==> config.mk <==
export PLATFORM = sky130hd
export DESIGN_NAME = statusDisplayArbiter
export DESIGN_NICKNAME = d
export VERILOG_FILES = /design/src/rtl/sda_pkg.sv /design/src/rtl/sdaTickGen.sv /design/src/rtl/sdaControl.sv /design/src/rtl/sdaDatapath.sv /design/src/rtl/statusDisplayArbiter.sv
export SDC_FILE = /design/constraint.sdc
export NUM_CORES = 1
export LEC_CHECK = 0
export ABC_AREA = 0
export BUFFER_PORTS_ARGS = -buffer_cell sky130_fd_sc_hd__buf_2
export CORE_AREA = 2 2 133 135
export DETAILED_ROUTE_END_ITERATION = 7
export DIE_AREA = 0 0 135 137
export PLACE_DENSITY = 0.69
export SETUP_SLACK_MARGIN = 0.1
export SYNTH_ARGS = -nofsm -noshare
export SYNTH_HDL_FRONTEND = slang
export SYNTH_SLANG_ARGS = --single-unit
==> constraint.sdc <==
create_clock -name clk -period 2.5 [get_ports clk]
set_clock_uncertainty 0.05 [all_clocks]
set_input_delay 0.25 -clock clk [delete_from_list [all_inputs] [get_ports clk]]
set_output_delay 0.25 -clock clk [all_outputs]
set_load 0.03 [all_outputs]
==> src/rtl/sda_pkg.sv <==
package sda_pkg;
  localparam int DATA_W = 4;
  localparam int ADDR_W = 4;
  localparam int REG_COUNT = 1 << ADDR_W;

  typedef enum logic [2:0] {
    ST_IDLE,
    ST_SETUP,
    ST_STROBE,
    ST_TURN,
    ST_XFER,
    ST_REL
  } ctlState_t;

  typedef struct packed {
    logic wordStrobe;
    logic cpuPhase;
    logic cpuWrite;
    logic cpuDrive;
  } dpCtrl_t;
endpackage

==> src/rtl/sdaTickGen.sv <==
module sdaTickGen #(
  parameter int TICK_DIV = 50000
) (
  input  logic clk,
  input  logic rstN,
  output logic tick
);
  localparam int CW = (TICK_DIV > 1) ? $clog2(TICK_DIV) : 1;
  logic [CW-1:0] divCnt;

  always_ff @(posedge clk or negedge rstN) begin
    if (!rstN) begin
      divCnt <= '0;
      tick   <= 1'b0;
    end else if (divCnt == CW'(TICK_DIV - 1)) begin
      divCnt <= '0;
      tick   <= 1'b1;
    end else begin
      divCnt <= divCnt + 1'b1;
      tick   <= 1'b0;
    end
  end
endmodule

==> src/rtl/sdaControl.sv <==
module sdaControl
  import sda_pkg::*;
#(
  parameter int WORD_TICKS = 200
) (
  input  logic    clk,
  input  logic    rstN,
  input  logic    tick,
  input  logic    cpuReq,
  input  logic    cpuWr,
  output dpCtrl_t dpCtrl,
  output logic    bufEn,
  output logic    bufDirRead,
  output logic    busDoe,
  output logic    latchStb,
  output logic    cpuAck
);
  localparam int WCW = (WORD_TICKS > 1) ? $clog2(WORD_TICKS) : 1;

  ctlState_t state, nextState;
  logic [WCW-1:0] wordCnt;
  logic wordPending;
  logic dirRead;
  logic startWord, grantNow;

  assign startWord = (state == ST_IDLE) && (nextState == ST_SETUP);
  assign grantNow  = (state == ST_IDLE) && (nextState == ST_TURN);

  always_comb begin
    nextState = state;
    unique case (state)
      ST_IDLE: begin
        if (cpuReq)           nextState = ST_TURN;
        else if (wordPending) nextState = ST_SETUP;
      end
      ST_SETUP:  nextState = ST_STROBE;
      ST_STROBE: nextState = ST_IDLE;
      ST_TURN:   nextState = ST_XFER;
      ST_XFER:   nextState = ST_REL;
      ST_REL:    if (!cpuReq) nextState = ST_IDLE;
      default:   nextState = ST_IDLE;
    endcase
  end

  always_ff @(posedge clk or negedge rstN) begin
    if (!rstN) begin
      state       <= ST_IDLE;
      wordCnt     <= '0;
      wordPending <= 1'b0;
      dirRead     <= 1'b0;
    end else begin
      state <= nextState;
      if (grantNow) dirRead <= !cpuWr;
      if (startWord) wordPending <= 1'b0;
      if (tick) begin
        if (wordCnt == WCW'(WORD_TICKS - 1)) begin
          wordCnt     <= '0;
          wordPending <= 1'b1;
        end else begin
          wordCnt <= wordCnt + 1'b1;
        end
      end
    end
  end

  always_comb begin
    dpCtrl   = '0;
    bufEn    = 1'b0;
    busDoe   = 1'b0;
    latchStb = 1'b0;
    cpuAck   = 1'b0;
    unique case (state)
      ST_SETUP: busDoe = 1'b1;
      ST_STROBE: begin
        busDoe            = 1'b1;
        latchStb          = 1'b1;
        dpCtrl.wordStrobe = 1'b1;
      end
      ST_TURN, ST_REL: begin
        bufEn           = 1'b1;
        dpCtrl.cpuPhase = 1'b1;
      end
      ST_XFER: begin
        bufEn           = 1'b1;
        cpuAck          = 1'b1;
        dpCtrl.cpuPhase = 1'b1;
        dpCtrl.cpuWrite = !dirRead;
        dpCtrl.cpuDrive = dirRead;
        busDoe          = dirRead;
      end
      default: ;
    endcase
  end

  assign bufDirRead = bufEn & dirRead;
endmodule

==> src/rtl/sdaDatapath.sv <==
module sdaDatapath
  import sda_pkg::*;
#(
  parameter int NUM_PORTS    = 8,
  parameter int FREEZE_TICKS = 30
) (
  input  logic                        clk,
  input  logic                        rstN,
  input  logic                        tick,
  input  dpCtrl_t                     dpCtrl,
  input  logic [NUM_PORTS-1:0]        portActive,
  input  logic [DATA_W*NUM_PORTS-1:0] portStatus,
  input  logic [ADDR_W-1:0]           cpuAddr,
  input  logic [DATA_W-1:0]           busDin,
  output logic [ADDR_W-1:0]           busAddr,
  output logic [DATA_W-1:0]           busDout,
  output logic                        frozenStb
);
  localparam int PW  = (NUM_PORTS > 1) ? $clog2(NUM_PORTS) : 1;
  localparam int FCW = (FREEZE_TICKS > 1) ? $clog2(FREEZE_TICKS) : 1;

  logic [DATA_W-1:0] nibbleArr [NUM_PORTS];
  logic [NUM_PORTS-1:0] frozenVec;
  logic [PW-1:0] portPtr;
  logic [DATA_W-1:0] regFile [REG_COUNT];

  for (genvar g = 0; g < NUM_PORTS; g++) begin : gPort
    logic [DATA_W-1:0] heldNib;
    logic              isFrozen;
    logic              wasActive;
    logic [FCW-1:0]    freezeCnt;

    always_ff @(posedge clk or negedge rstN) begin
      if (!rstN) begin
        heldNib   <= '0;
        isFrozen  <= 1'b0;
        wasActive <= 1'b0;
        freezeCnt <= '0;
      end else if (portActive[g]) begin
        heldNib   <= portStatus[g*DATA_W +: DATA_W];
        isFrozen  <= 1'b0;
        wasActive <= 1'b1;
        freezeCnt <= '0;
      end else if (wasActive) begin
        isFrozen  <= 1'b1;
        wasActive <= 1'b0;
        freezeCnt <= '0;
      end else if (isFrozen && tick) begin
        if (freezeCnt == FCW'(FREEZE_TICKS - 1)) begin
          isFrozen <= 1'b0;
          heldNib  <= '0;
        end else begin
          freezeCnt <= freezeCnt + 1'b1;
        end
      end
    end

    assign frozenVec[g] = isFrozen & !portActive[g];
    assign nibbleArr[g] = portActive[g] ? portStatus[g*DATA_W +: DATA_W]
                        : (isFrozen ? heldNib : '0);
  end

  always_ff @(posedge clk or negedge rstN) begin
    if (!rstN) begin
      portPtr <= '0;
    end else if (dpCtrl.wordStrobe) begin
      if (portPtr == PW'(NUM_PORTS - 1)) portPtr <= '0;
      else                               portPtr <= portPtr + 1'b1;
    end
  end

  always_ff @(posedge clk or negedge rstN) begin
    if (!rstN) begin
      for (int i = 0; i < REG_COUNT; i++) regFile[i] <= '0;
    end else if (dpCtrl.cpuWrite) begin
      regFile[cpuAddr] <= busDin;
    end
  end

  assign busAddr   = dpCtrl.cpuPhase ? cpuAddr : ADDR_W'(portPtr);
  assign busDout   = dpCtrl.cpuDrive ? regFile[cpuAddr] : nibbleArr[portPtr];
  assign frozenStb = dpCtrl.wordStrobe & frozenVec[portPtr];
endmodule

==> src/rtl/statusDisplayArbiter.sv <==
module statusDisplayArbiter
  import sda_pkg::*;
#(
  parameter int NUM_PORTS    = 8,
  parameter int TICK_DIV     = 50000,
  parameter int FREEZE_TICKS = 30,
  parameter int WORD_TICKS   = 200
) (
  input  logic                   clk,
  input  logic                   rstN,
  input  logic [NUM_PORTS-1:0]   portActive,
  input  logic [4*NUM_PORTS-1:0] portStatus,
  input  logic                   cpuReq,
  input  logic                   cpuWr,
  input  logic [3:0]             cpuAddr,
  input  logic [3:0]             busDin,
  output logic                   cpuAck,
  output logic                   bufEn,
  output logic                   bufDirRead,
  output logic [3:0]             busAddr,
  output logic [3:0]             busDout,
  output logic                   busDoe,
  output logic                   latchStb,
  output logic                   frozenStb
);
  logic    tick;
  dpCtrl_t dpCtrl;

  sdaTickGen #(.TICK_DIV(TICK_DIV)) tick_i (
    .clk(clk), .rstN(rstN), .tick(tick)
  );

  sdaControl #(.WORD_TICKS(WORD_TICKS)) ctl_i (
    .clk(clk), .rstN(rstN), .tick(tick),
    .cpuReq(cpuReq), .cpuWr(cpuWr),
    .dpCtrl(dpCtrl), .bufEn(bufEn), .bufDirRead(bufDirRead),
    .busDoe(busDoe), .latchStb(latchStb), .cpuAck(cpuAck)
  );

  sdaDatapath #(.NUM_PORTS(NUM_PORTS), .FREEZE_TICKS(FREEZE_TICKS)) dp_i (
    .clk(clk), .rstN(rstN), .tick(tick), .dpCtrl(dpCtrl),
    .portActive(portActive), .portStatus(portStatus),
    .cpuAddr(cpuAddr), .busDin(busDin),
    .busAddr(busAddr), .busDout(busDout), .frozenStb(frozenStb)
  );
endmodule

==> results of run 1 <==
power groups by stage:
stage	Sequential, uW	Combinational (uW)	Clock, uW
4_1_cts	3670	2050	2540
6_report	3640	2280	2500
3_5_place_dp	3730	1920	0
5_1_grt	3680	2440	2680
3_3_place_gp	3710	1870	0
2_1_floorplan	3540	1420	0
through the flow:
stage                     total power [uW]  util (%)
after floorplan                       4960         -
after global placement                5580      57.3
after detailed placement              5650      57.3
after CTS                             8260      61.0
after global routing                  8810      61.8
final                                 8420      61.8
cells in the mapped netlist (2+ instances only):
master / instances / area share, %
a2111oi_0: 8 / 0.76
a21boi_0: 7 / 0.57
a21oi_1: 14 / 0.76
a221o_1: 4 / 0.43
a221oi_1: 11 / 1.0
a22o_1: 34 / 3.2
a311o_1: 3 / 0.33
a31oi_1: 4 / 0.27
a32o_1: 3 / 0.33
a41oi_1: 3 / 0.29
and2_1: 16 / 1.1
and3_1: 10 / 0.68
and4_1: 2 / 0.19
buf_1: 3 / 0.12
buf_2: 3 / 0.16
clkbuf_1: 33 / 1.3
dfrtp_1: 185 / 50
ha_1: 20 / 2.7
inv_1: 21 / 0.86
mux2_2: 69 / 8.4
mux2i_1: 4 / 0.43
mux4_2: 17 / 4.2
nand2_1: 45 / 1.8
nand2b_1: 3 / 0.20
nand3_1: 32 / 1.7
nand3b_1: 22 / 1.8
nand4_1: 24 / 1.6
nor2_1: 36 / 1.5
nor2b_1: 12 / 0.81
nor3_1: 41 / 2.2
nor3_4: 2 / 0.35
nor3b_1: 12 / 0.98
nor4_1: 2 / 0.14
nor4b_1: 5 / 0.48
nor4bb_1: 2 / 0.22
o21a_1: 6 / 0.49
o21ai_0: 12 / 0.65
o21bai_1: 3 / 0.24
o41ai_1: 2 / 0.19
or3_1: 3 / 0.20
xnor2_1: 21 / 2.0
xor2_1: 27 / 2.6
per-layer routing:
layer / vias up / track usage (%) / routed length [um]
li1: 3107 / - / -
met1: 3444 / 30.7 / 9180
met2: 177 / 41.5 / 10700
met3: 31 / 4.85 / 935
met4: 0 / 6.42 / 325
met5: - / 0 / 0
sequential cells by signal (all words and copies together), names as in the netlist:
name,flops
dp_i.portPtr,3
dp_i.gPort.heldNib,32
dp_i.regFile,64
ctl_i.dirRead,1
ctl_i.state,3
ctl_i.wordCnt,8
dp_i.gPort.isFrozen,8
ctl_i.wordPending,1
dp_i.gPort.freezeCnt,40
dp_i.gPort.wasActive,8
tick_i.tick,1
tick_i.divCnt,16
kinds of logic after synthesis:
logic type / synth area share [%]
muxes: 13.0
adders and majority gates: 2.71
buffers and inverters: 2.57
and+or+nand+nor: 16.6
xor gates and xnor gates: 4.56
AOI/OAI and AO/OA: 10.3
DFF: 50.2
final cells by class:
| type | count | area (sq um) | share of cell area, % |
|---|---|---|---|
| flip-flops and latches | 185 | 4640 | 44.0 |
| multi-input cells | 553 | 4440 | 42.1 |
| repair buffers | 90 | 569 | 5.40 |
| clock buffers | 23 | 498 | 4.72 |
| well taps | 225 | 282 | 2.67 |
| inverters | 21 | 82.6 | 0.783 |
| clock inverters | 7 | 42.5 | 0.403 |
worst paths after layout:
check	end	slack, ns	depth (start not counted)
max	busDout[0]	0.12	5
min	dp_i.gPort[3].heldNib[2]$_DFFE_PN0P_	0.03	2
max reg2reg	dp_i.regFile[15]$_DFFE_PN0P_	0.26	4
min reg2reg	tick_i.divCnt[0]$_DFF_PN0_	0.44	1
max in group asynchronous	dp_i.regFile[57]$_DFFE_PN0P_	1.21	3
min in group asynchronous	dp_i.gPort[5].freezeCnt[0]$_DFFE_PN0P_	0.33	2
timing repair:
action                     in CTS  in global routing
setup endpoints to repair       5                  5
hold buffers                    2                  0
pin swaps                       1                 11
resized for setup              16                 24
hold endpoints to repair       59                  0
setup buffers                   2                  9
worst max-delay path: stages (launching register included):
cell and delay [ns]:
dfrtp_1 0.40, or4bb_4 0.59, nor2_2 0.15, a32o_1 0.25, a41oi_2 0.08, buf_6 0.19
==> qor.txt, run 1 <==
Status - finished clean
Ys async rst share - 100%
Via density - 6.12
Cells after DPL - 1061
Detailed Route Iter0 Violations - 483
Hpwl dp - 14900 um
GRT Overall Usage - 23.9%
Yosys reg bits - 185
Slew @ Worst Pin - 0.596 ns
# fillers - 1364
Beginning of the worst register-to-register path - ctl_i.state[1]$_DFF_PN0_
Combinational share of power - 27.0%
CTS tree - yes
Switching pwr - 2630 uW
Most frequent cells in the layout - dfrtp_1, mux2_2, buf_2, nand2_1, nor3_1
Num CTS Buffers - 17
DP Area - 9780 sq um
Clock root buffer - clkbuf_16
Power density cells - 799 nW/um^2
Vias in the first global route - 6924
Max-slew violations - 0
Period utilisation layout - 95.1%
Switching Share - 31.2%
H-tree Lvls - 4
Detailed-route via count - 6759
Die ar. - 18500 sq um
HP Class - in2reg
Longest Clk Path Bufs - 2
Sequential group share of total power - 43.2%
Internal power - 5790 uW
CP Max Fanout - 4
Register clock-pin slew on the reported worst setup and hold paths - 0.06 ns
Port bufs - 65
Crit end category - output port
Post-route ant nets - 0
Syn Inst Count - 799
Core Area - 17100 sq um
Yosys Warn Count - 0
RePlAce Congestion - 0.904
Residual DRC - 0
Design area - 10500 sq um
Yosys cell types - 55
FMAX - 421 MHz
Die width - 135 um
Pin count of the biggest net entering global routing - 69
Worst skew pair latency - 0.42 ns
Hold Violations, Final - 0
Crit path DAT - 2.08 ns
Avg Inst Size Synth - 11.5 sq um
Max-cap violations - 0
Static Leak - 0.00467 uW
Layout area overhead - 14.4%
Congestion Overflow GR - 0
Initial antenna violation count - 0
Post-synthesis sequential area ratio - 50.2%
Die height - 137 um
Initial Util - 54.0%
Final Net Count - 940
Slew headroom - 60.3%
Detailed-route wire length - 21200 um
Top FF cell, synth - dfrtp_1
Row cnt - 48
Hold Path Origin - portStatus[14]
First-pass GRT wire length - 34700 um
Post-Syn Area - 9220 sq um
Worst Path Class, Setup - reg2out
Detailed-route wire length per cell - 19.2 um
Antenna diodes - 0
Clock power share - 29.7%
Share of layout cells above drive strength 1 - 25.9%
Sum Neg Setup Slack - 0 ns
Commonest non-fill, non-tap cell in the layout - dfrtp_1
Number of synthesized flops with an enable pin - 0
Drt pass-1 iters - 5
Pre-CTS setup slack - 0.230 ns
Net Count, Synth - 871
Setup crit start - ctl_i.state[0]$_DFF_PN0_
Non-filler cells, final - 1104
Num Clock Sinks - 185
Min cycle time layout - 2.38 ns
Min setup slack post-route - 0.123 ns
Worst EP required - 2.20 ns
Final setup vio count - 0
CP startpoint kind - flip-flop
IO Pins - 66
Peak VDD IR - 0.000675 V
RSZ-0062 raised after global routing - yes
Hold_ws - 0.0265 ns
Note: power is estimated with default switching activity, not from simulation.
==> run 2: changes to the inputs <==
Settings changed: SETUP_SLACK_MARGIN 0.1 to 0.5.
==> run 2 against run 1 <==
Non-clock buffer count rose by 16. Critical path depth did not move. First-iteration DRC count fell by 14%. Sequential power barely moved. Die area did not move. Clock power rose by 6%. Sequential share of layout area fell by 2.1 points. Register-to-register slack barely moved. Critical path type unchanged.
==> qor.txt, run 2 (same netlist as run 1, synthesis figures left out) <==
Status - finished clean (unchanged)
Layout area overhead - 20.1% (was 14.4%)
Die height - 137 um (unchanged)
Worst EP required - 2.20 ns (about the same)
Congestion Overflow GR - 0 (unchanged)
Max-slew violations - 0 (unchanged)
RSZ-0062 raised after global routing - yes (unchanged)
Pin count of the biggest net entering global routing - 59 (was 69)
FMAX - 428 MHz (was 421 MHz)
Most flop-heavy register - dp_i.regFile (unchanged)
Power density cells - 805 nW/um^2 (was 799 nW/um^2)
Crit path DAT - 2.04 ns (was 2.08 ns)
Initial Util - 54.0% (unchanged)
CP startpoint kind - flip-flop (unchanged)
Drt pass-1 iters - 4 (was 5)
Detailed-route via count - 6795 (was 6759)
Sum Neg Setup Slack - 0 ns (unchanged)
Worst Path Class, Setup - reg2out (unchanged)
IO Pins - 66 (unchanged)
Antenna diodes - 0 (unchanged)
Period utilisation layout - 93.5% (was 95.1%)
Commonest non-fill, non-tap cell in the layout - dfrtp_1 (unchanged)
H-tree Lvls - 4 (unchanged)
Pre-CTS setup slack - 0.240 ns (was 0.230 ns)
Port bufs - 65 (unchanged)
Detailed-route wire length per cell - 19.7 um (was 19.2 um)
RePlAce Congestion - 0.861 (was 0.904)
Num Clock Sinks - 185 (unchanged)
Die width - 135 um (unchanged)
Slew headroom - 57.0% (was 60.3%)
Die ar. - 18500 sq um (unchanged)
# fillers - 1267 (was 1364)
Row cnt - 48 (unchanged)
Crit-path slowest cell - mux4_2 (was or4bb_4)
Share of layout cells above drive strength 1 - 29.6% (was 25.9%)
Min cycle time layout - 2.34 ns (was 2.38 ns)
Min setup slack post-route - 0.162 ns (was 0.123 ns)
Final setup vio count - 0 (unchanged)
Most frequent cells in the layout - dfrtp_1, buf_2, mux2_2, nor3_1, nand2_1 (was dfrtp_1, mux2_2, buf_2, nand2_1, nor3_1)
Num CTS Buffers - 17 (unchanged)
CP Max Fanout - 2 (was 4)
Top Registers - dp_i.regFile: 64 flops, dp_i.gPort.freezeCnt: 40 flops, dp_i.gPort.heldNib: 32 flops (unchanged)
Non-filler cells, final - 1120 (was 1104)
Pwr Total - 8910 uW (was 8420 uW)
GRT Overall Usage - 24.4% (was 23.9%)
Cells after DPL - 1064 (was 1061)
Via density - 6.07 (was 6.12)
Register clock-pin slew on the reported worst setup and hold paths - 0.07 ns (was 0.06 ns)
HP Class - in2reg (unchanged)
Post-route ant nets - 0 (unchanged)
Detailed-route wire length - 22000 um (was 21200 um)
Slew @ Worst Pin - 0.642 ns (was 0.596 ns)
Max-cap violations - 0 (unchanged)
Hold Violations, Final - 0 (unchanged)
CP cell instances - mux4_2, mux2i_1, a32o_2, a41oi_2, buf_6 (was or4bb_4, nor2_2, a32o_1, a41oi_2, buf_6)
Crit end category - output port (unchanged)
Detailed Route Iter0 Violations - 414 (was 483)
Longest Clk Path Bufs - 2 (unchanged)
Peak VDD IR - 0.000667 V (was 0.000675 V)
Final Net Count - 956 (was 940)
Residual DRC - 0 (unchanged)
First-pass GRT wire length - 35600 um (was 34700 um)
Clock root buffer - clkbuf_16 (unchanged)
CTS tree - yes (unchanged)
Worst skew pair latency - 0.42 ns (about the same)
Slowest stage delay, CP - 0.47 ns (was 0.59 ns)
Hpwl dp - 14700 um (was 14900 um)
Vias in the first global route - 7170 (was 6924)
Core Area - 17100 sq um (unchanged)
Static Leak - 0.00499 uW (was 0.00467 uW)
Initial antenna violation count - 0 (unchanged)
Max reg flops - 64 (unchanged)
[run 2: cell types whose count changed in the layout (fill, tap and decap cells not counted), moves of 6 or more]
cell | previous run | this run
mux2_2 | 69 | 44
buf_6 | 7 | 22
mux2_4 | 0 | 25
nand2_1 | 45 | 35
nand2_4 | 0 | 9
buf_4 | 20 | 26
buf_2 | 60 | 52
[run 2: path summary, 6_finish.rpt]
path	end	slack (ns)	depth (start not counted)	startpoint
worst max-delay path	busDout[0]	0.16	5	dp_i.regFile[44]$_DFFE_PN0P_
worst min-delay path	dp_i.gPort[0].heldNib[3]$_DFFE_PN0P_	0.02	2	portStatus[3]
worst max register to register	dp_i.regFile[28]$_DFFE_PN0P_	0.25	5	ctl_i.state[1]$_DFF_PN0_
worst min register to register	tick_i.divCnt[0]$_DFF_PN0_	0.44	1	tick_i.divCnt[0]$_DFF_PN0_
max in group asynchronous	dp_i.regFile[62]$_DFFE_PN0P_	1.33	3	rstN
min in group asynchronous	dp_i.gPort[5].wasActive$_DFF_PN0_	0.24	2	rstN
[run 2: worst max-delay path: cells and delay by family (launching register included)]
kind | cells | cell delay (ns)
buffers and inverters | 1 | 0.17
DFF | 1 | 0.42
muxes | 2 | 0.75
AOI/OAI and AO/OA | 2 | 0.28
[run 2: layout make-up]
cell class / count / area, sq um / area share, %
clock buffers: 22 / 484 / 4.37
clock inverters: 8 / 95.1 / 0.859
inverters: 21 / 78.8 / 0.712
multi-input cells: 553 / 4710 / 42.6
flip-flops and latches: 185 / 4640 / 41.9
well taps: 225 / 282 / 2.54
repair buffers: 106 / 782 / 7.06
[run 2: layer usage]
layer	wire, um	track usage [%]
met1	9370	30.7
met3	945	5.41
met4	376	7.64
met2	11300	42.4
met5	0	0
[run 2: repair_timing]
action | in CTS | in global routing
setup endpoints to repair | 32 | 78
endpoints found under the hold margin | 30 | 0
pin swaps | 8 | 14
buffers inserted | 9 | 15
gates resized for setup | 51 | 75
hold buffers | 2 | 0
[run 2: stage by stage]
step / hold WS, ns / cell area [sq um] / util [%]
3_3_place_gp: 0.0988 / 9840 / 57.7
5_1_grt: 0.0133 / 11100 / 64.9
3_5_place_dp: 0.106 / 9840 / 57.7
2_1_floorplan: -0.0956 / 9240 / -
6_report: 0.0238 / 11100 / 64.9
4_1_cts: 0.0101 / 10700 / 62.6
[run 2: report_power, final]
part | total (uW) | switching [uW] | internal (uW) | leakage [uW]
registers | 3650 | 289 | 3360 | 0.00245
logic | 2610 | 1340 | 1270 | 0.00226
clock network | 2660 | 1100 | 1560 | 0.000284
==> run 3: changes to the inputs <==
Settings changed: CELL_PAD_IN_SITES_DETAIL_PLACEMENT from default to 0, CELL_PAD_IN_SITES_GLOBAL_PLACEMENT from default to 1, CORE_AREA 2 2 133 135 to 2 2 141 143, DIE_AREA 0 0 135 137 to 0 0 143 145, PLACE_DENSITY 0.69 to 0.75.
==> run 3 against run 2 <==
Power grew 3.7%. Via count shrank 1.1%. Cell count grew 4.3%. Die area grew 12%. Fmax shrank 1.0%. Non-clock buffer count grew 6. Hold slack lost 0.0056 ns. Design area grew 1.3%. Wire length shrank 1.1%. Count of clock-buffer cells in the layout shrank 4. Largest cell class unchanged.
==> qor.txt, run 3 (same netlist as run 1, synthesis figures left out) <==
Drt pass-1 iters - 4 (unchanged)
Pwr Total - 9250 uW (was 8910 uW)
Setup crit start - dp_i.portPtr[0]$_DFFE_PN0P_ (was dp_i.regFile[44]$_DFFE_PN0P_)
Detailed Route Iter0 Violations - 449 (was 414)
Max-slew violations - 0 (unchanged)
Pin count of the biggest net entering global routing - 58 (was 59)
Flop2flop setup slack - 0.18 ns (was 0.25 ns)
R2R depth - 6 (was 5)
Most frequent cells in the layout - dfrtp_1, buf_2, mux2_2, nand2_1, nor3_1 (was dfrtp_1, buf_2, mux2_2, nor3_1, nand2_1)
Register clock-pin slew on the reported worst setup and hold paths - 0.07 ns (about the same)
Crit end category - output port (unchanged)
FMAX - 423 MHz (was 428 MHz)
Longest Clk Path Bufs - 2 (unchanged)
Hold Violations, Final - 0 (unchanged)
Port bufs - 65 (unchanged)
Num Clock Sinks - 185 (unchanged)
Sum Neg Setup Slack - 0 ns (unchanged)
Cell family contributing the most delay on the critical path - compound AO/OA/AOI/OAI gates (was multiplexers)
Crit path DAT - 2.06 ns (was 2.04 ns)
Core Area - 19200 sq um (was 17100 sq um)
Detailed-route via count - 6717 (was 6795)
Min cycle time layout - 2.36 ns (was 2.34 ns)
Non-filler cells, final - 1168 (was 1120)
Crit-path slowest cell - dfrtp_2 (was mux4_2)
Residual DRC - 0 (unchanged)
Most flop-heavy register - dp_i.regFile (unchanged)
Antenna diodes - 0 (unchanged)
Detailed-route wire length - 21800 um (was 22000 um)
Final Net Count - 962 (was 956)
Commonest non-fill, non-tap cell in the layout - dfrtp_1 (unchanged)
CP Buf/Inv Count - 3 (was 1)
Die height - 145 um (was 137 um)
IO Pins - 66 (unchanged)
FF+latch area - 4640 sq um (unchanged)
Clock root buffer - clkbuf_16 (unchanged)
Period utilisation layout - 94.5% (was 93.5%)
Worst Path Class, Setup - reg2out (unchanged)
Slew @ Worst Pin - 0.563 ns (was 0.642 ns)
Beginning of the worst register-to-register path - ctl_i.state[0]$_DFF_PN0_ (was ctl_i.state[1]$_DFF_PN0_)
Worst EP required - 2.20 ns (about the same)
Congestion Overflow GR - 0 (unchanged)
Worst skew pair latency - 0.44 ns (was 0.42 ns)
Post-route ant nets - 0 (unchanged)
Max reg flops - 64 (unchanged)
Final setup vio count - 0 (unchanged)
Cells after DPL - 1104 (was 1064)
Initial Util - 48.0% (was 54.0%)
H-tree Lvls - 4 (unchanged)
First-pass GRT wire length - 35400 um (was 35600 um)
Die width - 143 um (was 135 um)
Slew headroom - 62.4% (was 57.0%)
Power density cells - 824 nW/um^2 (was 805 nW/um^2)
RePlAce Congestion - 0.848 (was 0.861)
CP startpoint kind - flip-flop (unchanged)
RSZ-0062 raised after global routing - yes (unchanged)
Detailed-route wire length per cell - 18.7 um (was 19.7 um)
CTS tree - yes (unchanged)
Num CTS Buffers - 17 (unchanged)
Top Registers - dp_i.regFile: 64 flops, dp_i.gPort.freezeCnt: 40 flops, dp_i.gPort.heldNib: 32 flops (unchanged)
Layout area overhead - 21.7% (was 20.1%)
CP cell instances - buf_12, buf_4, a21oi_1, a32oi_1, a211o_1, a41o_1, buf_6 (was mux4_2, mux2i_1, a32o_2, a41oi_2, buf_6)
HP Class - in2reg (unchanged)
Critical path depth in cells - 7 (was 5)
Hpwl dp - 15000 um (was 14700 um)
Static Leak - 0.00495 uW (was 0.00499 uW)
Initial antenna violation count - 0 (unchanged)
CP endpoint - busDout[3] (was busDout[0])
Peak VDD IR - 0.000576 V (was 0.000667 V)
CP Max Fanout - 7 (was 2)
# fillers - 1574 (was 1267)
GRT Overall Usage - 21.7% (was 24.4%)
Reg-to-reg endpoint - dp_i.regFile[14]$_DFFE_PN0P_ (was dp_i.regFile[28]$_DFFE_PN0P_)
Status - finished clean (unchanged)
Multi-input logic area - 4690 sq um (was 4710 sq um)
Row cnt - 51 (was 48)
Max-cap violations - 0 (unchanged)
Die ar. - 20700 sq um (was 18500 sq um)
Via density - 5.75 (was 6.07)
Vias in the first global route - 6872 (was 7170)
Slowest stage delay, CP - 0.43 ns (was 0.47 ns)
Share of layout cells above drive strength 1 - 30.6% (was 29.6%)
[run 3: cell count changes in the layout (fill, tap and decap cells not counted), sizes merged]
cell / previous run / this run
clkbuf: 22 / 18
buf: 104 / 108
inv: 21 / 26
clkinvlp: 2 / 4
dlygate4sd3: 2 / 4
clkinv: 4 / 3
[run 3: routing by layer]
metal	track usage (%)	vias up	part of all wire [%]
met4	5.79	0	1.1
met2	35.9	143	51
li1	-	3142	-
met5	0	-	0
met3	4.49	20	4.4
met1	28.9	3412	44
[run 3: final cells by class]
type | instances | area share (%)
flip-flops and latches | 185 | 41.3
clock inverters | 14 | 1.45
clock buffers | 18 | 3.83
multi-input cells | 553 | 41.8
inverters | 21 | 0.758
well taps | 265 | 2.96
repair buffers | 112 | 7.92
[run 3: timing repair]
| action | CTS | global route |
|---|---|---|
| setup buffers | 20 | 8 |
| hold buffers | 4 | 0 |
| pin swaps | 17 | 11 |
| gates resized for setup | 85 | 41 |
| hold endpoints to repair | 52 | 0 |
| setup endpoints to repair | 33 | 78 |
[run 3: how the worst min path moves through the flow]
stage                                             end           from  cells past startpoint  slack, ns
2_1_floorplan               ctl_i.dirRead$_DFFE_PN0P_           rstN                      0       -0.1
3_3_place_gp   dp_i.gPort[5].freezeCnt[3]$_DFFE_PN0P_           rstN                      1       0.19
3_5_place_dp   dp_i.gPort[5].freezeCnt[4]$_DFFE_PN0P_           rstN                      1       0.20
4_1_cts          dp_i.gPort[1].heldNib[3]$_DFFE_PN0P_  portStatus[7]                      2     0.0003
5_1_grt          dp_i.gPort[1].heldNib[1]$_DFFE_PN0P_  portStatus[5]                      2       0.01
6_report         dp_i.gPort[1].heldNib[3]$_DFFE_PN0P_  portStatus[7]                      2       0.02
[run 3: stage by stage]
step | hold slack [ns] | instance area, sq um | utilization (%) | setup WS (ns)
floorplan | -0.0956 | 9240 | - | 0.385
global placement | 0.187 | 9890 | 51.5 | 0.222
detailed placement | 0.196 | 9890 | 51.5 | 0.197
CTS | 0.000305 | 11000 | 57.3 | 0.131
global route | 0.0121 | 11200 | 58.4 | 0.0725
finish | 0.0182 | 11200 | 58.4 | 0.138
[run 3: power by group]
| part | switching, uW | internal, uW |
|---|---|---|
| Clock | 1230 | 1500 |
| Sequential | 275 | 3360 |
| Combinational | 1440 | 1430 |
